## src/rtl/ratio_div_pkg.sv

```systemverilog
// Package: shared widths and types for the encoded clock divider.
// Assumes the code is a base-select field below a power-of-two scale field.
package ratio_div_pkg;
    localparam int SEL_W     = 2;
    localparam int MUL_W     = 2;
    localparam int CODE_W    = SEL_W + MUL_W;
    localparam int MAX_BASE  = 7;
    localparam int MAX_SHIFT = (1 << MUL_W) - 1;
    localparam int MAX_RATIO = MAX_BASE * (1 << MAX_SHIFT);
    localparam int RATIO_W   = $clog2(MAX_RATIO + 1);

    typedef logic [CODE_W-1:0]  code_t;
    typedef logic [RATIO_W-1:0] ratio_t;

    // Decoded ratio with its high-phase length and parity.
    typedef struct packed {
        ratio_t ratio;
        ratio_t half;
        logic   odd;
    } ratio_info_t;
endpackage

```

## src/rtl/ratio_div_ctrl_reg.sv

```systemverilog
// Module: holds the divide code and the invert flag.
// Loads the strap code during reset and takes a one-cycle write afterwards.
// Assumes the write strobe is synchronous to clk_i.
module ratio_div_ctrl_reg
    import ratio_div_pkg::*;
(
    input  logic  clk_i,
    input  logic  rst_ni,
    input  code_t strap_i,
    input  logic  wr_en_i,
    input  code_t wr_code_i,
    input  logic  wr_inv_i,
    output code_t code_o,
    output logic  inv_o
);
    code_t code_q;
    logic  inv_q;

    // Strap load under reset, write port afterwards.
    always_ff @(posedge clk_i) begin
        if (!rst_ni) begin
            code_q <= strap_i;
            inv_q  <= 1'b0;
        end else if (wr_en_i) begin
            code_q <= wr_code_i;
            inv_q  <= wr_inv_i;
        end
    end

    assign code_o = code_q;
    assign inv_o  = inv_q;
endmodule

```

## src/rtl/ratio_div_decode.sv

```systemverilog
// Module: maps a divide code and map select to a ratio, its high-phase length and parity.
// Pure combinational. Assumes the even bases are given as parameters, with ALT used when alt_i=1.
module ratio_div_decode
    import ratio_div_pkg::*;
#(
    parameter int EVEN_BASE_STD = 2,
    parameter int EVEN_BASE_ALT = 4
) (
    input  code_t       code_i,
    input  logic        alt_i,
    output ratio_info_t info_o
);
    logic [SEL_W-1:0] sel;
    logic [MUL_W-1:0] scale;
    ratio_t           base;
    ratio_t           ratio;

    assign sel   = code_i[SEL_W-1:0];
    assign scale = code_i[CODE_W-1:SEL_W];

    // Base divisor from the low field.
    always_comb begin
        case (sel)
            2'd0:    base = alt_i ? RATIO_W'(EVEN_BASE_ALT) : RATIO_W'(EVEN_BASE_STD);
            2'd1:    base = RATIO_W'(3);
            2'd2:    base = RATIO_W'(5);
            default: base = RATIO_W'(7);
        endcase
    end

    // Power-of-two scaling and derived fields.
    always_comb begin
        ratio        = base << scale;
        info_o.ratio = ratio;
        info_o.half  = RATIO_W'((ratio + RATIO_W'(1)) >> 1);
        info_o.odd   = ratio[0];
    end
endmodule

```

## src/rtl/ratio_div_counter.sv

```systemverilog
// Module: rising-edge period counter and phase register.
// Captures the requested ratio and invert flag only when the counter wraps.
// Under reset it preloads the count to the last value, so the first edge after reset starts a full period.
// Assumes ratio_i is at least 2.
module ratio_div_counter
    import ratio_div_pkg::*;
(
    input  logic        clk_i,
    input  logic        rst_ni,
    input  ratio_info_t info_i,
    input  logic        inv_i,
    output logic        phase_o,
    output logic        odd_o,
    output logic        inv_o,
    output ratio_t      cnt_o,
    output ratio_t      ratio_o,
    output logic        wrap_o
);
    ratio_t cnt_q;
    ratio_t ratio_q;
    ratio_t half_q;
    logic   odd_q;
    logic   inv_q;
    logic   phase_q;
    ratio_t cnt_inc;

    assign cnt_inc = cnt_q + RATIO_W'(1);
    assign wrap_o  = (cnt_q == ratio_q - RATIO_W'(1));

    // Count, wrap and capture new settings at the period boundary.
    always_ff @(posedge clk_i) begin
        if (!rst_ni) begin
            cnt_q   <= info_i.ratio - RATIO_W'(1);
            ratio_q <= info_i.ratio;
            half_q  <= info_i.half;
            odd_q   <= info_i.odd;
            inv_q   <= 1'b0;
            phase_q <= 1'b0;
        end else if (wrap_o) begin
            cnt_q   <= '0;
            ratio_q <= info_i.ratio;
            half_q  <= info_i.half;
            odd_q   <= info_i.odd;
            inv_q   <= inv_i;
            phase_q <= 1'b1;
        end else begin
            cnt_q   <= cnt_inc;
            phase_q <= (cnt_inc < half_q);
        end
    end

    assign phase_o = phase_q;
    assign odd_o   = odd_q;
    assign inv_o   = inv_q;
    assign cnt_o   = cnt_q;
    assign ratio_o = ratio_q;
endmodule

```

## src/rtl/ratio_div_phase_out.sv

```systemverilog
// Module: falling-edge stage that builds the output with 50% duty cycle.
// Even ratios use the half-cycle delayed phase. Odd ratios AND it with the undelayed phase.
// The invert flag is retimed on the falling edge so that it flips together with the delayed phase.
module ratio_div_phase_out (
    input  logic clk_i,
    input  logic rst_ni,
    input  logic phase_i,
    input  logic odd_i,
    input  logic inv_i,
    output logic out_o
);
    logic phase_n_q;
    logic inv_n_q;
    logic shaped;

    // Half-cycle delayed copies of the phase and the invert flag.
    always_ff @(negedge clk_i) begin
        if (!rst_ni) begin
            phase_n_q <= 1'b0;
            inv_n_q   <= 1'b0;
        end else begin
            phase_n_q <= phase_i;
            inv_n_q   <= inv_i;
        end
    end

    // Duty-cycle shaping and inversion.
    always_comb begin
        shaped = odd_i ? (phase_i & phase_n_q) : phase_n_q;
        out_o  = shaped ^ inv_n_q;
    end
endmodule

```

## src/rtl/ratio_clk_divider.sv

```systemverilog
// Module: top of the encoded programmable clock divider.
// Chains the control register, the ratio decoder, the period counter and the output stage.
// During reset the strap code feeds the decoder directly, so one reset cycle is enough.
module ratio_clk_divider
    import ratio_div_pkg::*;
(
    input  logic              clk_i,
    input  logic              rst_ni,
    input  logic [CODE_W-1:0] strap_code_i,
    input  logic              map_alt_i,
    input  logic              wr_en_i,
    input  logic [CODE_W-1:0] wr_code_i,
    input  logic              wr_inv_i,
    output logic              div_clk_o
);
    code_t       code_q;
    logic        inv_q;
    code_t       code_eff;
    ratio_info_t info;
    logic        phase;
    logic        odd_act;
    logic        inv_act;
    ratio_t      cnt;
    ratio_t      ratio_act;
    logic        wrap;

    ratio_div_ctrl_reg u_ctrl (
        .clk_i     (clk_i),
        .rst_ni    (rst_ni),
        .strap_i   (strap_code_i),
        .wr_en_i   (wr_en_i),
        .wr_code_i (wr_code_i),
        .wr_inv_i  (wr_inv_i),
        .code_o    (code_q),
        .inv_o     (inv_q)
    );

    // Strap bypass while in reset.
    always_comb begin
        code_eff = rst_ni ? code_q : strap_code_i;
    end

    ratio_div_decode u_dec (
        .code_i (code_eff),
        .alt_i  (map_alt_i),
        .info_o (info)
    );

    ratio_div_counter u_cnt (
        .clk_i   (clk_i),
        .rst_ni  (rst_ni),
        .info_i  (info),
        .inv_i   (inv_q),
        .phase_o (phase),
        .odd_o   (odd_act),
        .inv_o   (inv_act),
        .cnt_o   (cnt),
        .ratio_o (ratio_act),
        .wrap_o  (wrap)
    );

    ratio_div_phase_out u_out (
        .clk_i   (clk_i),
        .rst_ni  (rst_ni),
        .phase_i (phase),
        .odd_i   (odd_act),
        .inv_i   (inv_act),
        .out_o   (div_clk_o)
    );
endmodule

```

## config.mk

```make
export PLATFORM = sky130hd
export DESIGN_NAME = ratio_clk_divider
export DESIGN_NICKNAME = d
export VERILOG_FILES = /design/src/rtl/ratio_div_pkg.sv /design/src/rtl/ratio_div_ctrl_reg.sv /design/src/rtl/ratio_div_decode.sv /design/src/rtl/ratio_div_counter.sv /design/src/rtl/ratio_div_phase_out.sv /design/src/rtl/ratio_clk_divider.sv
export SDC_FILE = /design/constraint.sdc
export NUM_CORES = 1
export LEC_CHECK = 0
export BUFFER_PORTS_ARGS = -buffer_cell sky130_fd_sc_hd__buf_4
export CORE_MARGIN = 3
export CORE_UTILIZATION = 50
export CTS_BUF_LIST = sky130_fd_sc_hd__clkbuf_16
export DETAILED_ROUTE_END_ITERATION = 8
export HOLD_SLACK_MARGIN = 0.1
export MAX_ROUTING_LAYER = met4
export PLACE_DENSITY = 0.68
export SLEW_MARGIN = 30
export SYNTH_ARGS = -nofsm -noshare
export SYNTH_HDL_FRONTEND = slang
export SYNTH_SLANG_ARGS = --single-unit
```

## constraint.sdc

```tcl
create_clock -name clk_i -period 2.9 [get_ports clk_i]
set_input_delay 0.87 -clock clk_i [delete_from_list [all_inputs] [get_ports clk_i]]
set_output_delay 0.87 -clock clk_i [all_outputs]
set_load 0.1 [all_outputs]
```

Yosys cells after proc, flatten, opt, wreduce, memory -nomap -nowiden

Index checks and enable logic that the tools add are counted.

Word-level logic and storage cells: 39
Output and inout port bits: 1
Register bits after elaboration: 27
Bits of input ports: 13

Magnitude comparators: 1
Multiplexer cells: 15
Reductions and logical operators: 1
Equal/unequal tests: 5
Shift operators: 1
Bitwise gates (word level): 2
Add/sub/neg operators: 4

Operators with widths:

| operator                                                                | count |
|---|---|
| 6-bit two-way mux                                                       | 4 |
| 6-bit case mux with 3 select lines                                      | 1 |
| 6-bit by 1-bit adder with 6-bit output, second input constant           | 2 |
| 4-bit two-way mux                                                       | 3 |
| 6-bit by 1-bit subtractor with 6-bit output, second input constant      | 2 |
| 5-bit two-way mux                                                       | 2 |
| 6-bit equality test                                                     | 1 |
| 6-bit by 5-bit less-than comparator with 1-bit output                   | 1 |
| 6-bit by 2-bit << shifter with 6-bit output                             | 1 |
| 1-bit two-way mux                                                       | 4 |
| 2-bit by 1-bit inequality test with 1-bit output, second input constant | 2 |
| 3-bit two-way mux                                                       | 1 |
| 2-bit by 1-bit equality test with 1-bit output, second input constant   | 1 |
| 2-bit equality test, second input constant                              | 1 |
| 2-bit logical NOT                                                       | 1 |
| 1-bit AND                                                               | 1 |
| 1-bit bitwise XOR                                                       | 1 |

Logic depth before layout (Yosys ltp)

Gate-level depths: netlist of the first run.

Depth after elaboration: 7
Mapped depth: 12
Gate-level depth less buffers: 10

Hierarchy

A second synthesis of the first run with hierarchy kept.

Cells, all modules: 164
Area, all modules: 1692.9 um^2

By module, submodules not included:

| module              | times used | sequential area each (um^2) | cells each | area an instance (um^2) |
|---|---|---|---|---|
| ratio_div_counter   | 1          | 550.5                       | 98         | 1088.5 |
| ratio_div_decode    | 1          | 0.0                         | 42         | 274.0 |
| ratio_div_ctrl_reg  | 1          | 140.1                       | 12         | 207.7 |
| ratio_div_phase_out | 1          | 40.0                        | 8          | 77.6 |
| ratio_clk_divider   | 1          | 0.0                         | 4          | 45.0 |

==> results.sh, run 1 <==
export IMPL_outcome="finished with violations"
export IMPL_violations="negative setup slack"
export IMPL_synth_top_area_cell="edfxtp_1"
export IMPL_rows=19
export IMPL_drc=0
export IMPL_h_tree_depth=1
export IMPL_gr_total_overflow=0
export IMPL_rsz0062_at_grt="true"
export IMPL_final_max_slew_viol_count=0
export IMPL_crit_path_end_kind="primary output"
export IMPL_cp_start_kind="flip-flop"
export IMPL_numCtsBuffers=3
export IMPL_root_buffer="clkbuf_16"
export IMPL_hp_class="flip-flop to flip-flop"
export IMPL_pwr_density_cell_mw_per_mm2=681.5
export IMPL_coreArea_mm2=0.002900
export IMPL_crit_buf_inv=1
export IMPL_die_y_um=62.42
export IMPL_crit_family="flip-flops"
export IMPL_ant_nets=0
export IMPL_synth_commonest_cells="nand2_1, edfxtp_1, inv_1, a21oi_1, dfxtp_1"
export IMPL_synth_edf_count=15
export IMPL_hold_viol_final=0
export IMPL_vdd_drop_max_v=0.0002920
export IMPL_synthCells=166
export IMPL_dp_hpwl_um=2659
export IMPL_final_setup_viol_count=1
export IMPL_clkLatencyLatePin_ns=0.33
export IMPL_ys_ff_latch=26
export IMPL_fin_worst_skew_ns=0.07420
export IMPL_drt_pre_antenna_iters=4
export IMPL_numPortBuffers=13
export IMPL_p_total_mw=1.346
export IMPL_final_layout_size_suffix_gt1_frac=0.2256
export IMPL_yosys_warnings=0
export IMPL_clockBufferDepth=2
export IMPL_path_max_fanout=1
export IMPL_wirelength_um=3391
export IMPL_critical_path_arrival_ns=2.52
export IMPL_final_area_mm2=0.001976
export IMPL_diodes=0
export IMPL_track_usage=0.1864
export IMPL_drt_iter0_markers=55
export IMPL_nets=217
export IMPL_clkTransAtPathRegs_ns=0.07
export IMPL_crit_chain="o21ai_4, xnor2_4, buf_12"
export IMPL_max_cap_violations=0
export IMPL_grtUsageMet1=0.2301
export IMPL_avgViaCountPerCell=5.388
export IMPL_ys_seq_area_frac=0.4214
export IMPL_grt_pass1_vias=1284
export IMPL_synth_top_cell_area_share=0.2830
export IMPL_routedWlPerCell_um=14.31
export IMPL_die_w_um=62.42
export IMPL_synth_top_cells_by_area="edfxtp_1, dfxtp_1, ha_1"
export IMPL_fin_ws_ns=-0.4921
export IMPL_dpl_cell_area_mm2=0.001872
export IMPL_grt_use_met3=0.03597
export IMPL_cp_slowest_cell="dfxtp_2"
export IMPL_grt_most_used_layer="met2"
export IMPL_tritoncts_num_sinks=26
export IMPL_syn_area_per_cell_um2=9.588
export IMPL_synthDistinctLibCells=39
export IMPL_synth_most_common_cell="nand2_1"
export IMPL_leakagePower_nw=0.8303
export IMPL_tightestPinTransition_ns=0.3836
export IMPL_antenna_found_initial=0
export IMPL_syn_num_nets=187
export IMPL_grt_pass1_wl_um=5706
export IMPL_initial_core_util=0.5487
export IMPL_slew_headroom=0.7369
export IMPL_syn_to_final_growth_pct=24.13
export IMPL_cpPeakStageDelay_ns=0.32
export IMPL_path_class="flip-flop to primary output"
export IMPL_synthesis_area_mm2=0.001592
export IMPL_dieArea_mm2=0.003896
export IMPL_tns_ns=-0.4921
export IMPL_grt_max_degree=22
export IMPL_synth_flop_cell="edfxtp_1"
export IMPL_gp_congestion=0.8616
export IMPL_io_pins=14
export IMPL_vias=1277
export IMPL_cts_hold_buffers=0
export IMPL_async_reset_ff_frac=0
export IMPL_use_met2=0.3116
export IMPL_worst_ep_required_time_ns=2.03
export IMPL_cts_tree="yes"
## power by group
| part | switching (mW) | internal (mW) | leakage, nW |
|---|---|---|---|
| clock network | 0.130 | 0.189 | 0.0519 |
| registers | 0.0642 | 0.471 | 0.244 |
| logic | 0.260 | 0.233 | 0.535 |
## worst min-delay path: stages, from the launching register on
cell     delay, ns
dfxtp_1       0.33
mux2i_1       0.07
nor2b_1       0.10
## layout make-up
| type | count | area, um^2 |
|---|---|---|
| flip-flops and latches | 26 | 673.1 |
| inverters | 11 | 41.29 |
| repair buffers | 30 | 237.7 |
| multi-input cells | 122 | 884.6 |
| clock buffers | 3 | 75.07 |
| well taps | 42 | 52.55 |
| fillers | 249 | 924.6 |
| clock inverters | 3 | 11.26 |
## layer usage
layer / vias up / wire length (um)
met5: - / 0
met4: 0 / 29
met1: 601 / 1571
li1: 653 / -
met3: 4 / 136
met2: 19 / 1654
## metrics by stage
| stage | cells | utilization | hold slack, ns | worst slack, ns |
|---|---|---|---|---|
| global route | 237 | 0.6812 | 0.5925 | -0.5313 |
| detailed placement | 232 | 0.6454 | 0.5128 | -0.2515 |
| CTS | 237 | 0.6812 | 0.5295 | -0.4919 |
| global placement | 232 | 0.6454 | 0.4998 | -0.2516 |
| floorplan | 166 | - | 0.4744 | -0.4078 |
| finish | 237 | 0.6812 | 0.5321 | -0.4921 |
## cells by family (layout without fill, tap and decap cells)
group                      count (synthesis)  after routing  synth area share
and+or+nand+nor                           51             51            0.1612
buffers and inverters                     18             47           0.04402
xor gates and xnor gates                  14             14           0.07705
AOI/OAI and AO/OA                         42             42            0.1879
DFF                                       26             26            0.4214
adders and majority gates                  8              8           0.06290
muxes                                      7              7           0.04560
## sequential cells by signal (all words and copies together), names as in the netlist
| register | cells |
|---|---|
| u_cnt.cnt_o | 6 |
| u_cnt.ratio_o | 6 |
| u_cnt.half_q | 5 |
| u_ctrl.code_o | 4 |
| u_cnt.inv_o | 1 |
| u_cnt.phase_o | 1 |
| u_ctrl.inv_o | 1 |
| u_out.inv_n_q | 1 |
| u_out.phase_n_q | 1 |
## cells in the final DEF (no fill, tap or decap), types with 2 or more instances in the layout
master	synthesis	layout
o21a_1	3	3
a211oi_1	3	3
edfxtp_1	15	15
inv_1	12	13
a21oi_1	11	10
o22ai_1	6	6
buf_4	0	29
nand3_1	4	4
mux2_2	2	2
nand2b_1	6	6
ha_1	8	8
clkbuf_16	0	3
xnor2_1	9	8
nor2_1	7	7
mux2i_1	5	5
nand2_1	18	18
dfxtp_2	0	2
xor2_1	5	5
nor3_1	3	3
o21ai_0	7	6
nor2b_1	3	3
and3_1	3	3
and2_1	3	3
dfxtp_1	11	9
## worst paths after layout
kind | to | from | depth (start not counted) | slack [ns]
worst max-delay path | div_clk_o | u_out.phase_n_q | 3 | -0.49
worst min-delay path | u_ctrl.inv_o | u_ctrl.inv_o | 2 | 0.53
worst max register to register | u_cnt.half_q[1] | u_cnt.ratio_o[0] | 8 | 0.48
worst min register to register | u_ctrl.inv_o | u_ctrl.inv_o | 2 | 0.53
## repair_timing
| action | CTS | global route |
|---|---|---|
| buffers inserted | 0 | 0 |
| resized for setup | 5 | 0 |
| pin swaps | 1 | 0 |
| endpoints found under the setup margin | 1 | 1 |
(Power assumes the default switching activity.)
==> run 2, diff against run 1 <==
--- a/config.mk
+++ b/config.mk
@@ -13,6 +13,7 @@
 export HOLD_SLACK_MARGIN = 0.1
 export MAX_ROUTING_LAYER = met4
 export PLACE_DENSITY = 0.68
+export SKIP_CTS_REPAIR_TIMING = 1
 export SLEW_MARGIN = 30
 export SYNTH_ARGS = -nofsm -noshare
 export SYNTH_HDL_FRONTEND = slang
==> results.sh, run 2 (synthesis gave the netlist of run 1 again) <==
export IMPL_final_max_slew_viol_count=0
export IMPL_avgViaCountPerCell=5.409
export IMPL_pwr_density_cell_mw_per_mm2=681.3
export IMPL_tritoncts_num_sinks=26
export IMPL_register_area_um2=673.1
export IMPL_io_pins=14
export IMPL_p_total_mw=1.341
export IMPL_violations="negative setup slack"
export IMPL_fin_ws_ns=-0.4944
export IMPL_dieArea_mm2=0.003896
export IMPL_antenna_found_initial=0
export IMPL_die_y_um=62.42
export IMPL_drt_pre_antenna_iters=4
export IMPL_max_cap_violations=0
export IMPL_vias=1282
export IMPL_nets=217
export IMPL_drt_iter0_markers=53
export IMPL_clkLatencyLatePin_ns=0.33
export IMPL_power_frac_seq=0.396
export IMPL_p_switching_mw=0.4505
export IMPL_final_common_cell="buf_4"
export IMPL_grt_max_degree=22
export IMPL_grt_pass1_wl_um=5651
export IMPL_crit_buf_inv=1
export IMPL_slew_headroom=0.7339
export IMPL_crit_chain="o21ai_2, xnor2_4, buf_12"
export IMPL_worst_ep_required_time_ns=2.03
export IMPL_gp_congestion=0.8616
export IMPL_holdWs_ns=0.5324
export IMPL_switching_share=0.3360
export IMPL_path_class="flip-flop to primary output"
export IMPL_vdd_drop_max_v=0.0002912
export IMPL_final_layout_size_suffix_gt1_frac=0.2256
export IMPL_h_tree_depth=1
export IMPL_outcome="finished with violations"
export IMPL_grt_pass1_vias=1277
export IMPL_diodes=0
export IMPL_hold_viol_final=0
export IMPL_pwr_share_comb=0.366
export IMPL_numCtsBuffers=3
export IMPL_leakagePower_nw=0.8294
export IMPL_hp_class="flip-flop to flip-flop"
export IMPL_p_int_mw=0.8904
export IMPL_nFillCells=249
export IMPL_place_ws_ns=-0.2515
export IMPL_cp_start_kind="flip-flop"
export IMPL_root_buffer="clkbuf_16"
export IMPL_crit_path_end_kind="primary output"
export IMPL_final_cell_mix="buf_4, nand2_1, edfxtp_1"
export IMPL_crit_family="flip-flops"
export IMPL_final_setup_viol_count=1
export IMPL_fin_worst_skew_ns=0.07421
export IMPL_ant_nets=0
export IMPL_cts_tree="yes"
export IMPL_dp_hpwl_um=2659
export IMPL_coreArea_mm2=0.002900
export IMPL_die_w_um=62.42
export IMPL_rsz0062_at_grt="true"
export IMPL_routedWlPerCell_um=14.36
export IMPL_multi_input_area_um2=877.1
export IMPL_track_usage=0.1849
export IMPL_power_frac_clock=0.238
export IMPL_rows=19
export IMPL_clkTransAtPathRegs_ns=0.07
export IMPL_tightestPinTransition_ns=0.3880
export IMPL_critical_path_arrival_ns=2.52
export IMPL_syn_to_final_growth_pct=23.66
export IMPL_initial_core_util=0.5487
export IMPL_path_max_fanout=1
export IMPL_cp_slowest_cell="dfxtp_2"
export IMPL_cpPeakStageDelay_ns=0.31
export IMPL_gr_total_overflow=0
export IMPL_drc=0
export IMPL_wirelength_um=3404
export IMPL_clockBufferDepth=2
export IMPL_numPortBuffers=13
==> run 2: worst reg2reg max path, delay by kind of cell, from the launching register on <==
kind,cells,cell delay (ns)
xor gates and xnor gates,1,0.16
adders and majority gates,1,0.24
DFF,1,0.44
AOI/OAI and AO/OA,1,0.17
and+or+nand+nor,3,0.74
buffers and inverters,2,0.33
==> run 2: worst paths after layout <==
path,startpoint,endpoint,slack (ns),cells after the start
hold / removal,u_ctrl.inv_o,u_ctrl.inv_o,0.53,2
setup reg to reg,u_cnt.ratio_o[0],u_cnt.half_q[1],0.51,8
hold reg to reg,u_ctrl.inv_o,u_ctrl.inv_o,0.53,2
setup / recovery,u_out.phase_n_q,div_clk_o,-0.49,3
==> run 2: layer usage <==
layer	vias to the layer above	track usage	routed length, um
met1	604	0.2278	1576
met2	21	0.3089	1657
met5	-	-	0
li1	653	-	-
met4	0	0.05234	29
met3	4	0.03597	140
==> run 2: cell type report <==
cell class	instances	share of cell area
multi-input cells	122	0.4456
flip-flops and latches	26	0.3420
repair buffers	30	0.1208
clock buffers	3	0.03814
well taps	42	0.02670
inverters	11	0.02098
clock inverters	3	0.005722
==> run 2: stage by stage <==
step	area [um^2]	std cells	TNS, ns	util
2_1_floorplan	1649	166	-0.5398	-
3_3_place_gp	1872	232	-0.2516	0.6454
3_5_place_dp	1872	232	-0.2575	0.6454
4_1_cts	1954	237	-0.5945	0.6739
5_1_grt	1968	237	-0.5282	0.6786
6_report	1968	237	-0.4944	0.6786
==> run 2: power groups by stage <==
stage	sequential, mW	clock (mW)	combinational, mW
floorplan	0.521	0.00648	0.360
global placement	0.536	0.00648	0.460
detailed placement	0.537	0.00648	0.483
CTS	0.530	0.319	0.486
global route	0.539	0.342	0.549
finish	0.531	0.319	0.491
